### src/rtl/exc_frame_pkg.sv
package exc_frame_pkg;

    localparam int AW     = 32;
    localparam int SRW    = 16;
    localparam int VECW   = 8;
    localparam int FMTW   = 4;
    localparam int STEPW  = 3;
    localparam int NSTK   = 3;

    // status word fields
    localparam int SR_T   = 15;
    localparam int SR_S   = 13;
    localparam int SR_M   = 12;
    localparam int SR_IPL = 8;   // low bit of the 3-bit mask field

    localparam logic [1:0] STK_USER   = 2'd0;
    localparam logic [1:0] STK_INT    = 2'd1;
    localparam logic [1:0] STK_MASTER = 2'd2;

    // last push step of a frame: the status word
    localparam logic [STEPW-1:0] LAST_STEP = 3'd4;

    typedef enum logic [2:0] {
        SQ_IDLE,
        SQ_PUSH,
        SQ_VEC,
        SQ_POP_SR,
        SQ_POP_PC,
        SQ_POP_FMT,
        SQ_FIN
    } seq_state_t;

    typedef struct packed {
        logic          used;
        logic          is_long;
        logic [AW-1:0] data;
    } push_op_t;

    function automatic logic [1:0] stack_of(input logic [SRW-1:0] sr);
        if (!sr[SR_S])     return STK_USER;
        else if (sr[SR_M]) return STK_MASTER;
        else               return STK_INT;
    endfunction

    function automatic logic [FMTW-1:0] fmt_for_vec(input logic [VECW-1:0] vec,
                                                    input logic [VECW-1:0] fmt4_vec);
        if (vec == fmt4_vec) return 4'd4;
        case (vec)
            8'd3, 8'd5, 8'd6, 8'd7, 8'd9: return 4'd2;
            default:                      return 4'd0;
        endcase
    endfunction

    function automatic logic [7:0] unwind_skip(input logic [FMTW-1:0] fmt);
        case (fmt)
            4'd2, 4'd3: return 8'd4;
            4'd4:       return 8'd8;
            4'd7:       return 8'd52;
            default:    return 8'd0;
        endcase
    endfunction

endpackage

### src/rtl/exc_sr_entry.sv
module exc_sr_entry
    import exc_frame_pkg::*;
(
    input  logic [SRW-1:0] old_sr,
    input  logic           hw,
    input  logic [2:0]     level,
    output logic [SRW-1:0] new_sr,
    output logic           accept
);
    always_comb begin
        new_sr        = old_sr;
        new_sr[SR_S]  = 1'b1;
        new_sr[SR_T]  = 1'b0;
        if (hw) new_sr[SR_IPL+2:SR_IPL] = level;
    end

    assign accept = !hw || (level > old_sr[SR_IPL+2:SR_IPL]);
endmodule

### src/rtl/exc_push_plan.sv
module exc_push_plan
    import exc_frame_pkg::*;
#(
    parameter bit HAS_FMT_WORD = 1'b1
) (
    input  logic [FMTW-1:0]  fmt,
    input  logic [STEPW-1:0] step,
    input  logic [VECW-1:0]  vec,
    input  logic [AW-1:0]    pc,
    input  logic [AW-1:0]    extra,
    input  logic [SRW-1:0]   sr,
    output push_op_t         op
);
    always_comb begin
        op = '0;
        case (step)
            3'd0: begin
                if (HAS_FMT_WORD && fmt == 4'd2) begin
                    op.used = 1'b1; op.is_long = 1'b1; op.data = extra;
                end else if (HAS_FMT_WORD && fmt == 4'd4) begin
                    op.used = 1'b1; op.is_long = 1'b1; op.data = pc;
                end
            end
            3'd1: begin
                if (HAS_FMT_WORD && fmt == 4'd4) begin
                    op.used = 1'b1; op.is_long = 1'b1; op.data = extra;
                end
            end
            3'd2: begin
                if (HAS_FMT_WORD) begin
                    op.used = 1'b1; op.is_long = 1'b0;
                    op.data = {16'h0000, fmt, 2'b00, vec, 2'b00};
                end
            end
            3'd3: begin
                op.used = 1'b1; op.is_long = 1'b1; op.data = pc;
            end
            3'd4: begin
                op.used = 1'b1; op.is_long = 1'b0; op.data = {16'h0000, sr};
            end
            default: op = '0;
        endcase
    end
endmodule

### src/rtl/exc_frame_seq.sv
module exc_frame_seq
    import exc_frame_pkg::*;
#(
    parameter bit              HAS_FMT_WORD = 1'b1,
    parameter bit              ODD_SP_OK    = 1'b0,
    parameter logic [VECW-1:0] FMT4_VEC     = 8'd11
) (
    input  logic            clk,
    input  logic            rst,
    input  logic            req_valid,
    input  logic            req_rte,
    input  logic            req_hw,
    input  logic [2:0]      req_level,
    input  logic [VECW-1:0] req_vec,
    input  logic [SRW-1:0]  sr_in,
    input  logic [AW-1:0]   pc_in,
    input  logic [AW-1:0]   usp_in,
    input  logic [AW-1:0]   isp_in,
    input  logic [AW-1:0]   msp_in,
    input  logic [AW-1:0]   vbr_in,
    input  logic [AW-1:0]   fault_addr_in,
    output logic            mem_req,
    output logic            mem_we,
    output logic            mem_long,
    output logic [AW-1:0]   mem_addr,
    output logic [AW-1:0]   mem_wdata,
    input  logic [AW-1:0]   mem_rdata,
    input  logic            mem_ready,
    output logic            done,
    output logic            taken,
    output logic [SRW-1:0]  sr_out,
    output logic [AW-1:0]   pc_out,
    output logic [AW-1:0]   usp_out,
    output logic [AW-1:0]   isp_out,
    output logic [AW-1:0]   msp_out
);
    seq_state_t       st;
    logic [STEPW-1:0] step_r;
    logic [FMTW-1:0]  fmt_r;
    logic             second_r;
    logic [SRW-1:0]   frame_sr_r;
    logic [SRW-1:0]   cur_sr;
    logic [SRW-1:0]   pop_sr_r;
    logic [AW-1:0]    sp_w;
    logic [AW-1:0]    pc_r;
    logic [AW-1:0]    pcin_r;
    logic [AW-1:0]    extra_r;
    logic [AW-1:0]    vbr_r;
    logic [VECW-1:0]  vec_r;
    logic             taken_r;
    logic [AW-1:0]    stk_r [NSTK];

    logic [SRW-1:0]   entry_sr;
    logic             entry_ok;
    push_op_t         op;
    logic [AW-1:0]    push_addr;
    logic             xfer;
    logic [AW-1:0]    pop_after;

    function automatic logic [AW-1:0] align_sp(input logic [AW-1:0] sp);
        return ODD_SP_OK ? sp : {sp[AW-1:1], 1'b0};
    endfunction

    function automatic logic [AW-1:0] pick_in(input logic [1:0] idx,
                                              input logic [AW-1:0] u,
                                              input logic [AW-1:0] i,
                                              input logic [AW-1:0] m);
        case (idx)
            STK_USER:   return u;
            STK_MASTER: return m;
            default:    return i;
        endcase
    endfunction

    exc_sr_entry u_sr_entry (
        .old_sr (sr_in),
        .hw     (req_hw),
        .level  (req_level),
        .new_sr (entry_sr),
        .accept (entry_ok)
    );

    exc_push_plan #(.HAS_FMT_WORD(HAS_FMT_WORD)) u_plan (
        .fmt   (fmt_r),
        .step  (step_r),
        .vec   (vec_r),
        .pc    (pcin_r),
        .extra (extra_r),
        .sr    (frame_sr_r),
        .op    (op)
    );

    assign push_addr = sp_w - (op.is_long ? 32'd4 : 32'd2);
    assign pop_after = sp_w + 32'd2;

    always_comb begin
        mem_req   = 1'b0;
        mem_we    = 1'b0;
        mem_long  = 1'b0;
        mem_addr  = '0;
        mem_wdata = '0;
        case (st)
            SQ_PUSH: begin
                mem_req   = op.used;
                mem_we    = 1'b1;
                mem_long  = op.is_long;
                mem_addr  = push_addr;
                mem_wdata = op.data;
            end
            SQ_VEC: begin
                mem_req  = 1'b1;
                mem_long = 1'b1;
                mem_addr = vbr_r + {22'd0, vec_r, 2'b00};
            end
            SQ_POP_SR, SQ_POP_FMT: begin
                mem_req  = 1'b1;
                mem_addr = sp_w;
            end
            SQ_POP_PC: begin
                mem_req  = 1'b1;
                mem_long = 1'b1;
                mem_addr = sp_w;
            end
            default: ;
        endcase
    end

    assign xfer = mem_req && mem_ready;

    always_ff @(posedge clk) begin
        if (rst) begin
            st         <= SQ_IDLE;
            step_r     <= '0;
            fmt_r      <= '0;
            second_r   <= 1'b0;
            frame_sr_r <= '0;
            cur_sr     <= '0;
            pop_sr_r   <= '0;
            sp_w       <= '0;
            pc_r       <= '0;
            pcin_r     <= '0;
            extra_r    <= '0;
            vbr_r      <= '0;
            vec_r      <= '0;
            taken_r    <= 1'b0;
            for (int k = 0; k < NSTK; k++) stk_r[k] <= '0;
        end else begin
            case (st)
                SQ_IDLE: if (req_valid) begin
                    vec_r  <= req_vec;
                    pcin_r <= pc_in;
                    vbr_r  <= vbr_in;
                    if (req_rte) begin
                        stk_r[STK_USER]   <= usp_in;
                        stk_r[STK_INT]    <= isp_in;
                        stk_r[STK_MASTER] <= msp_in;
                        cur_sr  <= sr_in;
                        sp_w    <= pick_in(stack_of(sr_in), usp_in, isp_in, msp_in);
                        taken_r <= 1'b1;
                        st      <= SQ_POP_SR;
                    end else if (!entry_ok) begin
                        taken_r <= 1'b0;
                        st      <= SQ_FIN;
                    end else begin
                        stk_r[STK_USER]   <= usp_in;
                        stk_r[STK_INT]    <= isp_in;
                        stk_r[STK_MASTER] <= msp_in;
                        cur_sr     <= entry_sr;
                        sp_w       <= align_sp(pick_in(stack_of(entry_sr), usp_in, isp_in, msp_in));
                        extra_r    <= (req_vec == 8'd3) ? '0 : fault_addr_in;
                        frame_sr_r <= sr_in;
                        step_r     <= '0;
                        taken_r    <= 1'b1;
                        if (req_hw && sr_in[SR_M]) begin
                            second_r <= 1'b1;
                            fmt_r    <= 4'd0;
                        end else begin
                            second_r <= 1'b0;
                            fmt_r    <= HAS_FMT_WORD ? fmt_for_vec(req_vec, FMT4_VEC) : 4'd0;
                        end
                        st <= SQ_PUSH;
                    end
                end
                SQ_PUSH: if (!op.used || xfer) begin
                    if (op.used) sp_w <= push_addr;
                    if (step_r == LAST_STEP) begin
                        stk_r[stack_of(cur_sr)] <= push_addr;
                        if (second_r) begin
                            cur_sr[SR_M] <= 1'b0;
                            sp_w         <= align_sp(stk_r[STK_INT]);
                            frame_sr_r   <= cur_sr;
                            fmt_r        <= HAS_FMT_WORD ? 4'd1 : 4'd0;
                            second_r     <= 1'b0;
                            step_r       <= '0;
                        end else begin
                            st <= SQ_VEC;
                        end
                    end else begin
                        step_r <= step_r + 3'd1;
                    end
                end
                SQ_VEC: if (xfer) begin
                    pc_r <= mem_rdata;
                    st   <= SQ_FIN;
                end
                SQ_POP_SR: if (xfer) begin
                    pop_sr_r <= mem_rdata[SRW-1:0];
                    sp_w     <= pop_after;
                    st       <= SQ_POP_PC;
                end
                SQ_POP_PC: if (xfer) begin
                    pc_r <= mem_rdata;
                    if (HAS_FMT_WORD) begin
                        sp_w <= sp_w + 32'd4;
                        st   <= SQ_POP_FMT;
                    end else begin
                        stk_r[stack_of(cur_sr)] <= sp_w + 32'd4;
                        cur_sr <= pop_sr_r;
                        st     <= SQ_FIN;
                    end
                end
                SQ_POP_FMT: if (xfer) begin
                    cur_sr <= pop_sr_r;
                    if (mem_rdata[15:12] == 4'd1) begin
                        stk_r[stack_of(cur_sr)] <= pop_after;
                        sp_w <= (stack_of(pop_sr_r) == stack_of(cur_sr)) ? pop_after
                                                                        : stk_r[stack_of(pop_sr_r)];
                        st   <= SQ_POP_SR;
                    end else begin
                        stk_r[stack_of(cur_sr)] <= pop_after + {24'd0, unwind_skip(mem_rdata[15:12])};
                        st <= SQ_FIN;
                    end
                end
                SQ_FIN: st <= SQ_IDLE;
                default: st <= SQ_IDLE;
            endcase
        end
    end

    assign done    = (st == SQ_FIN);
    assign taken   = taken_r;
    assign sr_out  = cur_sr;
    assign pc_out  = pc_r;
    assign usp_out = stk_r[STK_USER];
    assign isp_out = stk_r[STK_INT];
    assign msp_out = stk_r[STK_MASTER];

    // a pending access holds every attribute until accepted
    a_r12_hold_stable: assert property (@(posedge clk) disable iff (rst)
        mem_req && !mem_ready |=> mem_req && $stable(mem_addr) && $stable(mem_wdata)
                                  && $stable(mem_we) && $stable(mem_long));

    // completion is a single-cycle pulse
    a_r9_done_pulse: assert property (@(posedge clk) disable iff (rst)
        done |=> !done);

    // a declined interrupt finishes at once with no memory traffic
    a_r2_decline_quiet: assert property (@(posedge clk) disable iff (rst)
        (st == SQ_IDLE) && req_valid && !req_rte && req_hw
        && (req_level <= sr_in[SR_IPL+2:SR_IPL]) |=> done && !taken && !mem_req);

    // every frame write happens in supervisor mode with tracing off
    a_r1_super_on_push: assert property (@(posedge clk) disable iff (rst)
        mem_req && mem_we |-> sr_out[SR_S] && !sr_out[SR_T]);

    // pushes stay on even addresses when odd stacks are not allowed
    a_r7_even_push: assert property (@(posedge clk) disable iff (rst)
        mem_req && mem_we && !ODD_SP_OK |-> !mem_addr[0]);

endmodule

### config.mk
export PLATFORM = sky130hd
export DESIGN_NAME = exc_frame_seq
export DESIGN_NICKNAME = d
export VERILOG_FILES = /design/src/rtl/exc_frame_pkg.sv /design/src/rtl/exc_sr_entry.sv /design/src/rtl/exc_push_plan.sv /design/src/rtl/exc_frame_seq.sv
export SDC_FILE = /design/constraint.sdc
export NUM_CORES = 1
export LEC_CHECK = 0
export ABC_CLOCK_PERIOD_IN_PS = 5800
export BUFFER_PORTS_ARGS = -buffer_cell sky130_fd_sc_hd__buf_4
export CAP_MARGIN = 20
export CORE_ASPECT_RATIO = 1.4
export CORE_MARGIN = 4
export CORE_UTILIZATION = 38
export DETAILED_ROUTE_END_ITERATION = 12
export PLACE_DENSITY = 0.7
export SLEW_MARGIN = 20
export SYNTH_ARGS = -nofsm -noshare
export SYNTH_HDL_FRONTEND = slang
export SYNTH_HIERARCHICAL = 1
export SYNTH_SLANG_ARGS = --single-unit
### constraint.sdc
create_clock -name clk -period 5.8 [get_ports clk]
set_input_delay 0.87 -clock clk [delete_from_list [all_inputs] [get_ports clk]]
set_output_delay 0.87 -clock clk [all_outputs]
set_load 0.01 [all_outputs]
# Word level (Yosys, flattened, before mapping)
# Memory sizes are Yosys's and may differ from the RTL's.
# Index checks and enable logic that the tools add are counted.
# Widths: inputs -> output; s select.
# word_totals
ff_bits,228
mem_bits_rw,96
output_inout_bits,213
elab_cells,259
memories,1
# memory_table
name,depth,word_bits,rd,rd_ports_with_merged_regs,write_ports,line,rtl
stk_r,3,32,4,0,3,exc_frame_seq.sv:51,logic [AW-1:0] stk_r [NSTK];
# classes
addsub,6
magnitude_cmp,1
eq_ne,40
mux,156
bitwise,9
n_reduce_logical,31
# op_table
op,count
$mux 32,23
$pmux 34 s5,1
$mux 16,10
$pmux 32 s5,1
$pmux 32 s2,2
$mux 34,3
$pmux 32 s3,1
$mux 3,19
$mux 2,25
$mux 1,47
$mux 4,9
$add 32x10->32,1
$add 32x2->32 const B,1
$add 32x3->32 const B,1
$add 32x8->32,1
$mux 8,4
$pmux 16 s2,1
$reduce_or 32->1,1
$sub 32x3->32,1
$eq 8x3->1 const B,3
$ne 2x2->1 const B,12
$pmux 12 s2,1
$pmux 3 s6,1
$pmux 6 s3,1
36 further kinds,73

# Logic depth before layout (Yosys ltp)
# depth
word_depth,15
mapped_depth,17
mapped_depth_nobuf,14

# By module
# The synthesis kept the hierarchy.
# modules_own_cells
mod,n_inst,cells_per_inst,area_each_um2,seq_area_each_um2
exc_frame_seq,1,2764,21369.2,7427.1
exc_push_plan,1,89,678.2,0.0
exc_sr_entry,1,31,212.7,0.0

# Worst setup path before layout
# No wires, ideal clock.
# synth_timing
path_kind,register to output
from,register step_r[1]
to,output port mem_addr[22]
arrival_ns,3.831
required_ns,4.930
path_slack_ns,1.099
stages_incl_launch_ff,16
n_path_buf,2
cell_sequence,dfxtp_1 > or4_1 > a21oi_2 > buf_4 > or2_2 > inv_1 > ha_1 > nor2b_1 > or4_1 > clkbuf_1 > nor4b_4 > nor3b_1 > nand3_1 > o21ai_0 > a22oi_1 > o21ai_0
# synth_lines
item,line,rtl
start: declaration,exc_frame_seq.sv:38,logic [STEPW-1:0] step_r;
start signal: assignment,exc_frame_seq.sv:199,step_r <= step_r + 3'd1;
end: declaration,exc_frame_seq.sv:25,"output logic [AW-1:0] mem_addr,"

==> metrics <==
final setup fails 0; clock buffer count from CTS 37; CTS tree built; worst path required time just under 5 ns; sum of negative setup slack 0 ns; VDD IR max roughly 0.24 mV; Routability Congestion between 1 and 1.5; WL/cell between 20 and 25 um; via count 24189; worst-margin pin slew 1.15 ns; Max-Slew Margin vs Limit a little under a quarter; Die Wd 213 um; sequential element share of the synthesized area between 30% and 40%; FF+latch count, synth approximately 320; final hold violations 0; Hold Crit Endpoint pc_out[27]; Core Util, Final a little under half; deepest clock path buffer count 3; Clock transition at path regs approximately 0.060 ns; predominant post-synthesis flop cell dfxtp_1; Tcrit/Tclk final a little over nine tenths; Final min period between 5 and 6 ns; starting density of the core between 30% and 40%; area of the multi-input gates 0.0136 sq mm; simple-gate share of the synthesized area around 23%; worst reg-to-reg setup slack between 1 and 1.5 ns; Synth area leaders dfxtp_1, edfxtp_1, nand2_1; core area a little under 0.06 sq mm; Mapped Area ~0.022 sq mm; initial antenna violation count 4; top-count cell post-synth nand2_1; fin nets 3457; initial detailed-routing violation count 2942; largest net degree at the start of global routing around 130; Fill cells between 5000 and 6000; die height between 200 and 300 um; FP Rows ~100; YS warnings 6; Post-synth ARST share 0%; P&R area growth vs syn 23.0%; Top delay family on crit path simple AND/OR/NAND/NOR gates; r2r worst-path depth 14; Sequential Area about 0.0074 sq mm; Hold WC Path Type reg -> reg; reg2reg start fmt_r[0]; CP max FO 7; boundary pin count 470; CP cell instances or4b_4 > o31ai_4 > or2_2 > inv_1 > ha_1 > fa_2 > nor4b_1 > buf_4 > and3_1 > and4b_1 > buf_4 > nand2_1 > nor3_1 > a211o_1 > a32oi_1 > o21ai_1 > buf_4; Post-Synth XOR/XNOR Area about 5.3%; Post-Route WL ~96000 um; mux share of post-synthesis cell area under 10%; Post-synth top cells nand2_1, a21oi_1, nor2_1, dfxtp_1, clkbuf_1; Post-Synth Adder-Cell Area around 1.5%; max-cap violations 0; Cells after Synth ~2900; Worst Setup End Kind output port; Yosys top cell by area dfxtp_1; global-route wire length before repair between 100000 and 150000 um; mean number of vias per cell 6.13; leak pwr ~11 nW; Post-synth EDFFs 96; post-synth top area share 20.4%; critical path's most frequent cell buf_4; drt drc 0; Slew Limit Fails 0; cts hold-fix bufs 0; Avg Cell Area, Syn ~7.7 sq um; dpl ws roughly 0.57 ns; Worst Setup Start Kind flip-flop; FMAX around 180 MHz; die area between 0.06 and 0.07 sq mm; Hold Startpoint pc_out[27]; Pre-antenna DRT Iters 5; latest clock arrival within the worst-skew pair 0.60 ns; Post-CTS Repair Setup Buffers 0; post-DP HPWL 70300 um; DP Area roughly 0.026 sq mm; vias in the first global route ~22000; antenna viol nets, final 0; share of layout cells above drive strength 1 about 20%; Power Density between 400 and 500 mW/mm^2; crit path kind reg -> out; Synth Area in Compound Gates between 20% and 30%; status finished clean; RSZ-0062 raised after global routing false; clk root buf clkbuf_16; grt total ovfl 0; setup skew after layout around 0.056 ns; worst path buffer plus inverter count 4; Power Total about 0.012 W; Total GRT Usage ~29%; Critical-path top delay cell or4b_4; PortBufs between 400 and 500; largest family of logic cells by synthesized area compound AO/OA/AOI/OAI gates; post-route design area about 0.027 sq mm; final worst setup slack about 0.14 ns; hold depth 2; synth unique cells 97; delay of the slowest critical-path stage between 0.5 and 0.6 ns; TritonCTS Sinks between 300 and 400; worst r2r dst stk_r[0][22]; htree depth 2; Worst Path Arrival about 4.8 ns
power breakdown:
| part | internal [W] | switching, W |
|---|---|---|
| sequential | 0.00284 | 0.000736 |
| clock | 0.00139 | 0.00107 |
| combinational | 0.00200 | 0.00368 |
worst max path at each step:
| stage | from | endpoint | depth (start not counted) |
|---|---|---|---|
| floorplan | step_r[1] | mem_addr[22] | 15 |
| finish | fmt_r[0] | mem_addr[19] | 17 |
| CTS | fmt_r[0] | mem_addr[22] | 15 |
| detailed placement | fmt_r[0] | mem_addr[16] | 13 |
| global placement | fmt_r[0] | mem_addr[22] | 15 |
| global route | fmt_r[1] | mem_addr[19] | 17 |
worst min-delay path, cell delays in order, from the launching register on:
cell and delay [ns]:
dfxtp_1 0.31, nand2_1 0.05, a21oi_1 0.05
registers in the layout, indices dropped and copies added, names as in the netlist:
signal / flops
extra_r: 32
fmt_r: 3
frame_sr_r: 16
pc_out: 32
pcin_r: 32
pop_sr_r: 16
second_r: 1
sp_w: 32
sr_out: 16
st: 3
step_r: 3
stk_r: 96
taken: 1
vbr_r: 32
vec_r: 8
metrics by stage:
stage	std cells	hold WS, ns
floorplan	2887	0.436
global placement	3879	0.441
detailed placement	3879	0.447
CTS	3945	0.454
global route	3947	0.469
finish	3949	0.453
what timing repair did:
item,in CTS,in global routing
setup endpoints to repair,2,5
resized for setup,2,6
pin swaps,0,0
hold endpoints to repair,0,0
metal layers:
metal / part of all wire (%) / global-route usage (%)
met3: 11 / 6.70
met2: 47 / 48.1
met1: 37 / 36.3
met4: 4.8 / 11.8
met5: 0 / 0
logic make-up after synthesis:
family | count (synthesis)
simple gates | 1092
compound gates | 868
flops | 323
other cells | 3
buf+inv | 316
mux | 124
xor+xnor | 134
fa+ha+maj | 24
cells in the final DEF, fill, tap and decap left out, types with 12 or more instances in the layout:
| cell | instances |
|---|---|
| xor2_1 | 56 |
| nor4_1 | 23 |
| o2111ai_1 | 13 |
| o31ai_1 | 12 |
| o21ai_0 | 173 |
| xnor2_1 | 76 |
| nand3_1 | 49 |
| clkbuf_16 | 37 |
| nor3_1 | 67 |
| a211oi_1 | 47 |
| nand4_1 | 30 |
| nor2_1 | 235 |
| a22oi_1 | 75 |
| o22ai_1 | 45 |
| dfxtp_1 | 222 |
| a22o_1 | 76 |
| buf_4 | 526 |
| ha_1 | 21 |
| inv_1 | 35 |
| o221ai_1 | 21 |
| nand2_1 | 519 |
| edfxtp_1 | 96 |
| mux2i_1 | 123 |
| a21oi_1 | 239 |
| a311oi_1 | 19 |
| and3_1 | 54 |
| o211ai_1 | 36 |
layout make-up:
class | count | share of cell area [%]
repair buffers | 527 | 14.5
flip-flops and latches | 323 | 27.2
well taps | 742 | 3.39
diodes | 4 | 0.0366
clock inverters | 18 | 0.914
inverters | 39 | 0.535
multi-input cells | 2248 | 49.8
clock buffers | 48 | 3.68
Note: power is estimated with default switching activity, not from simulation.
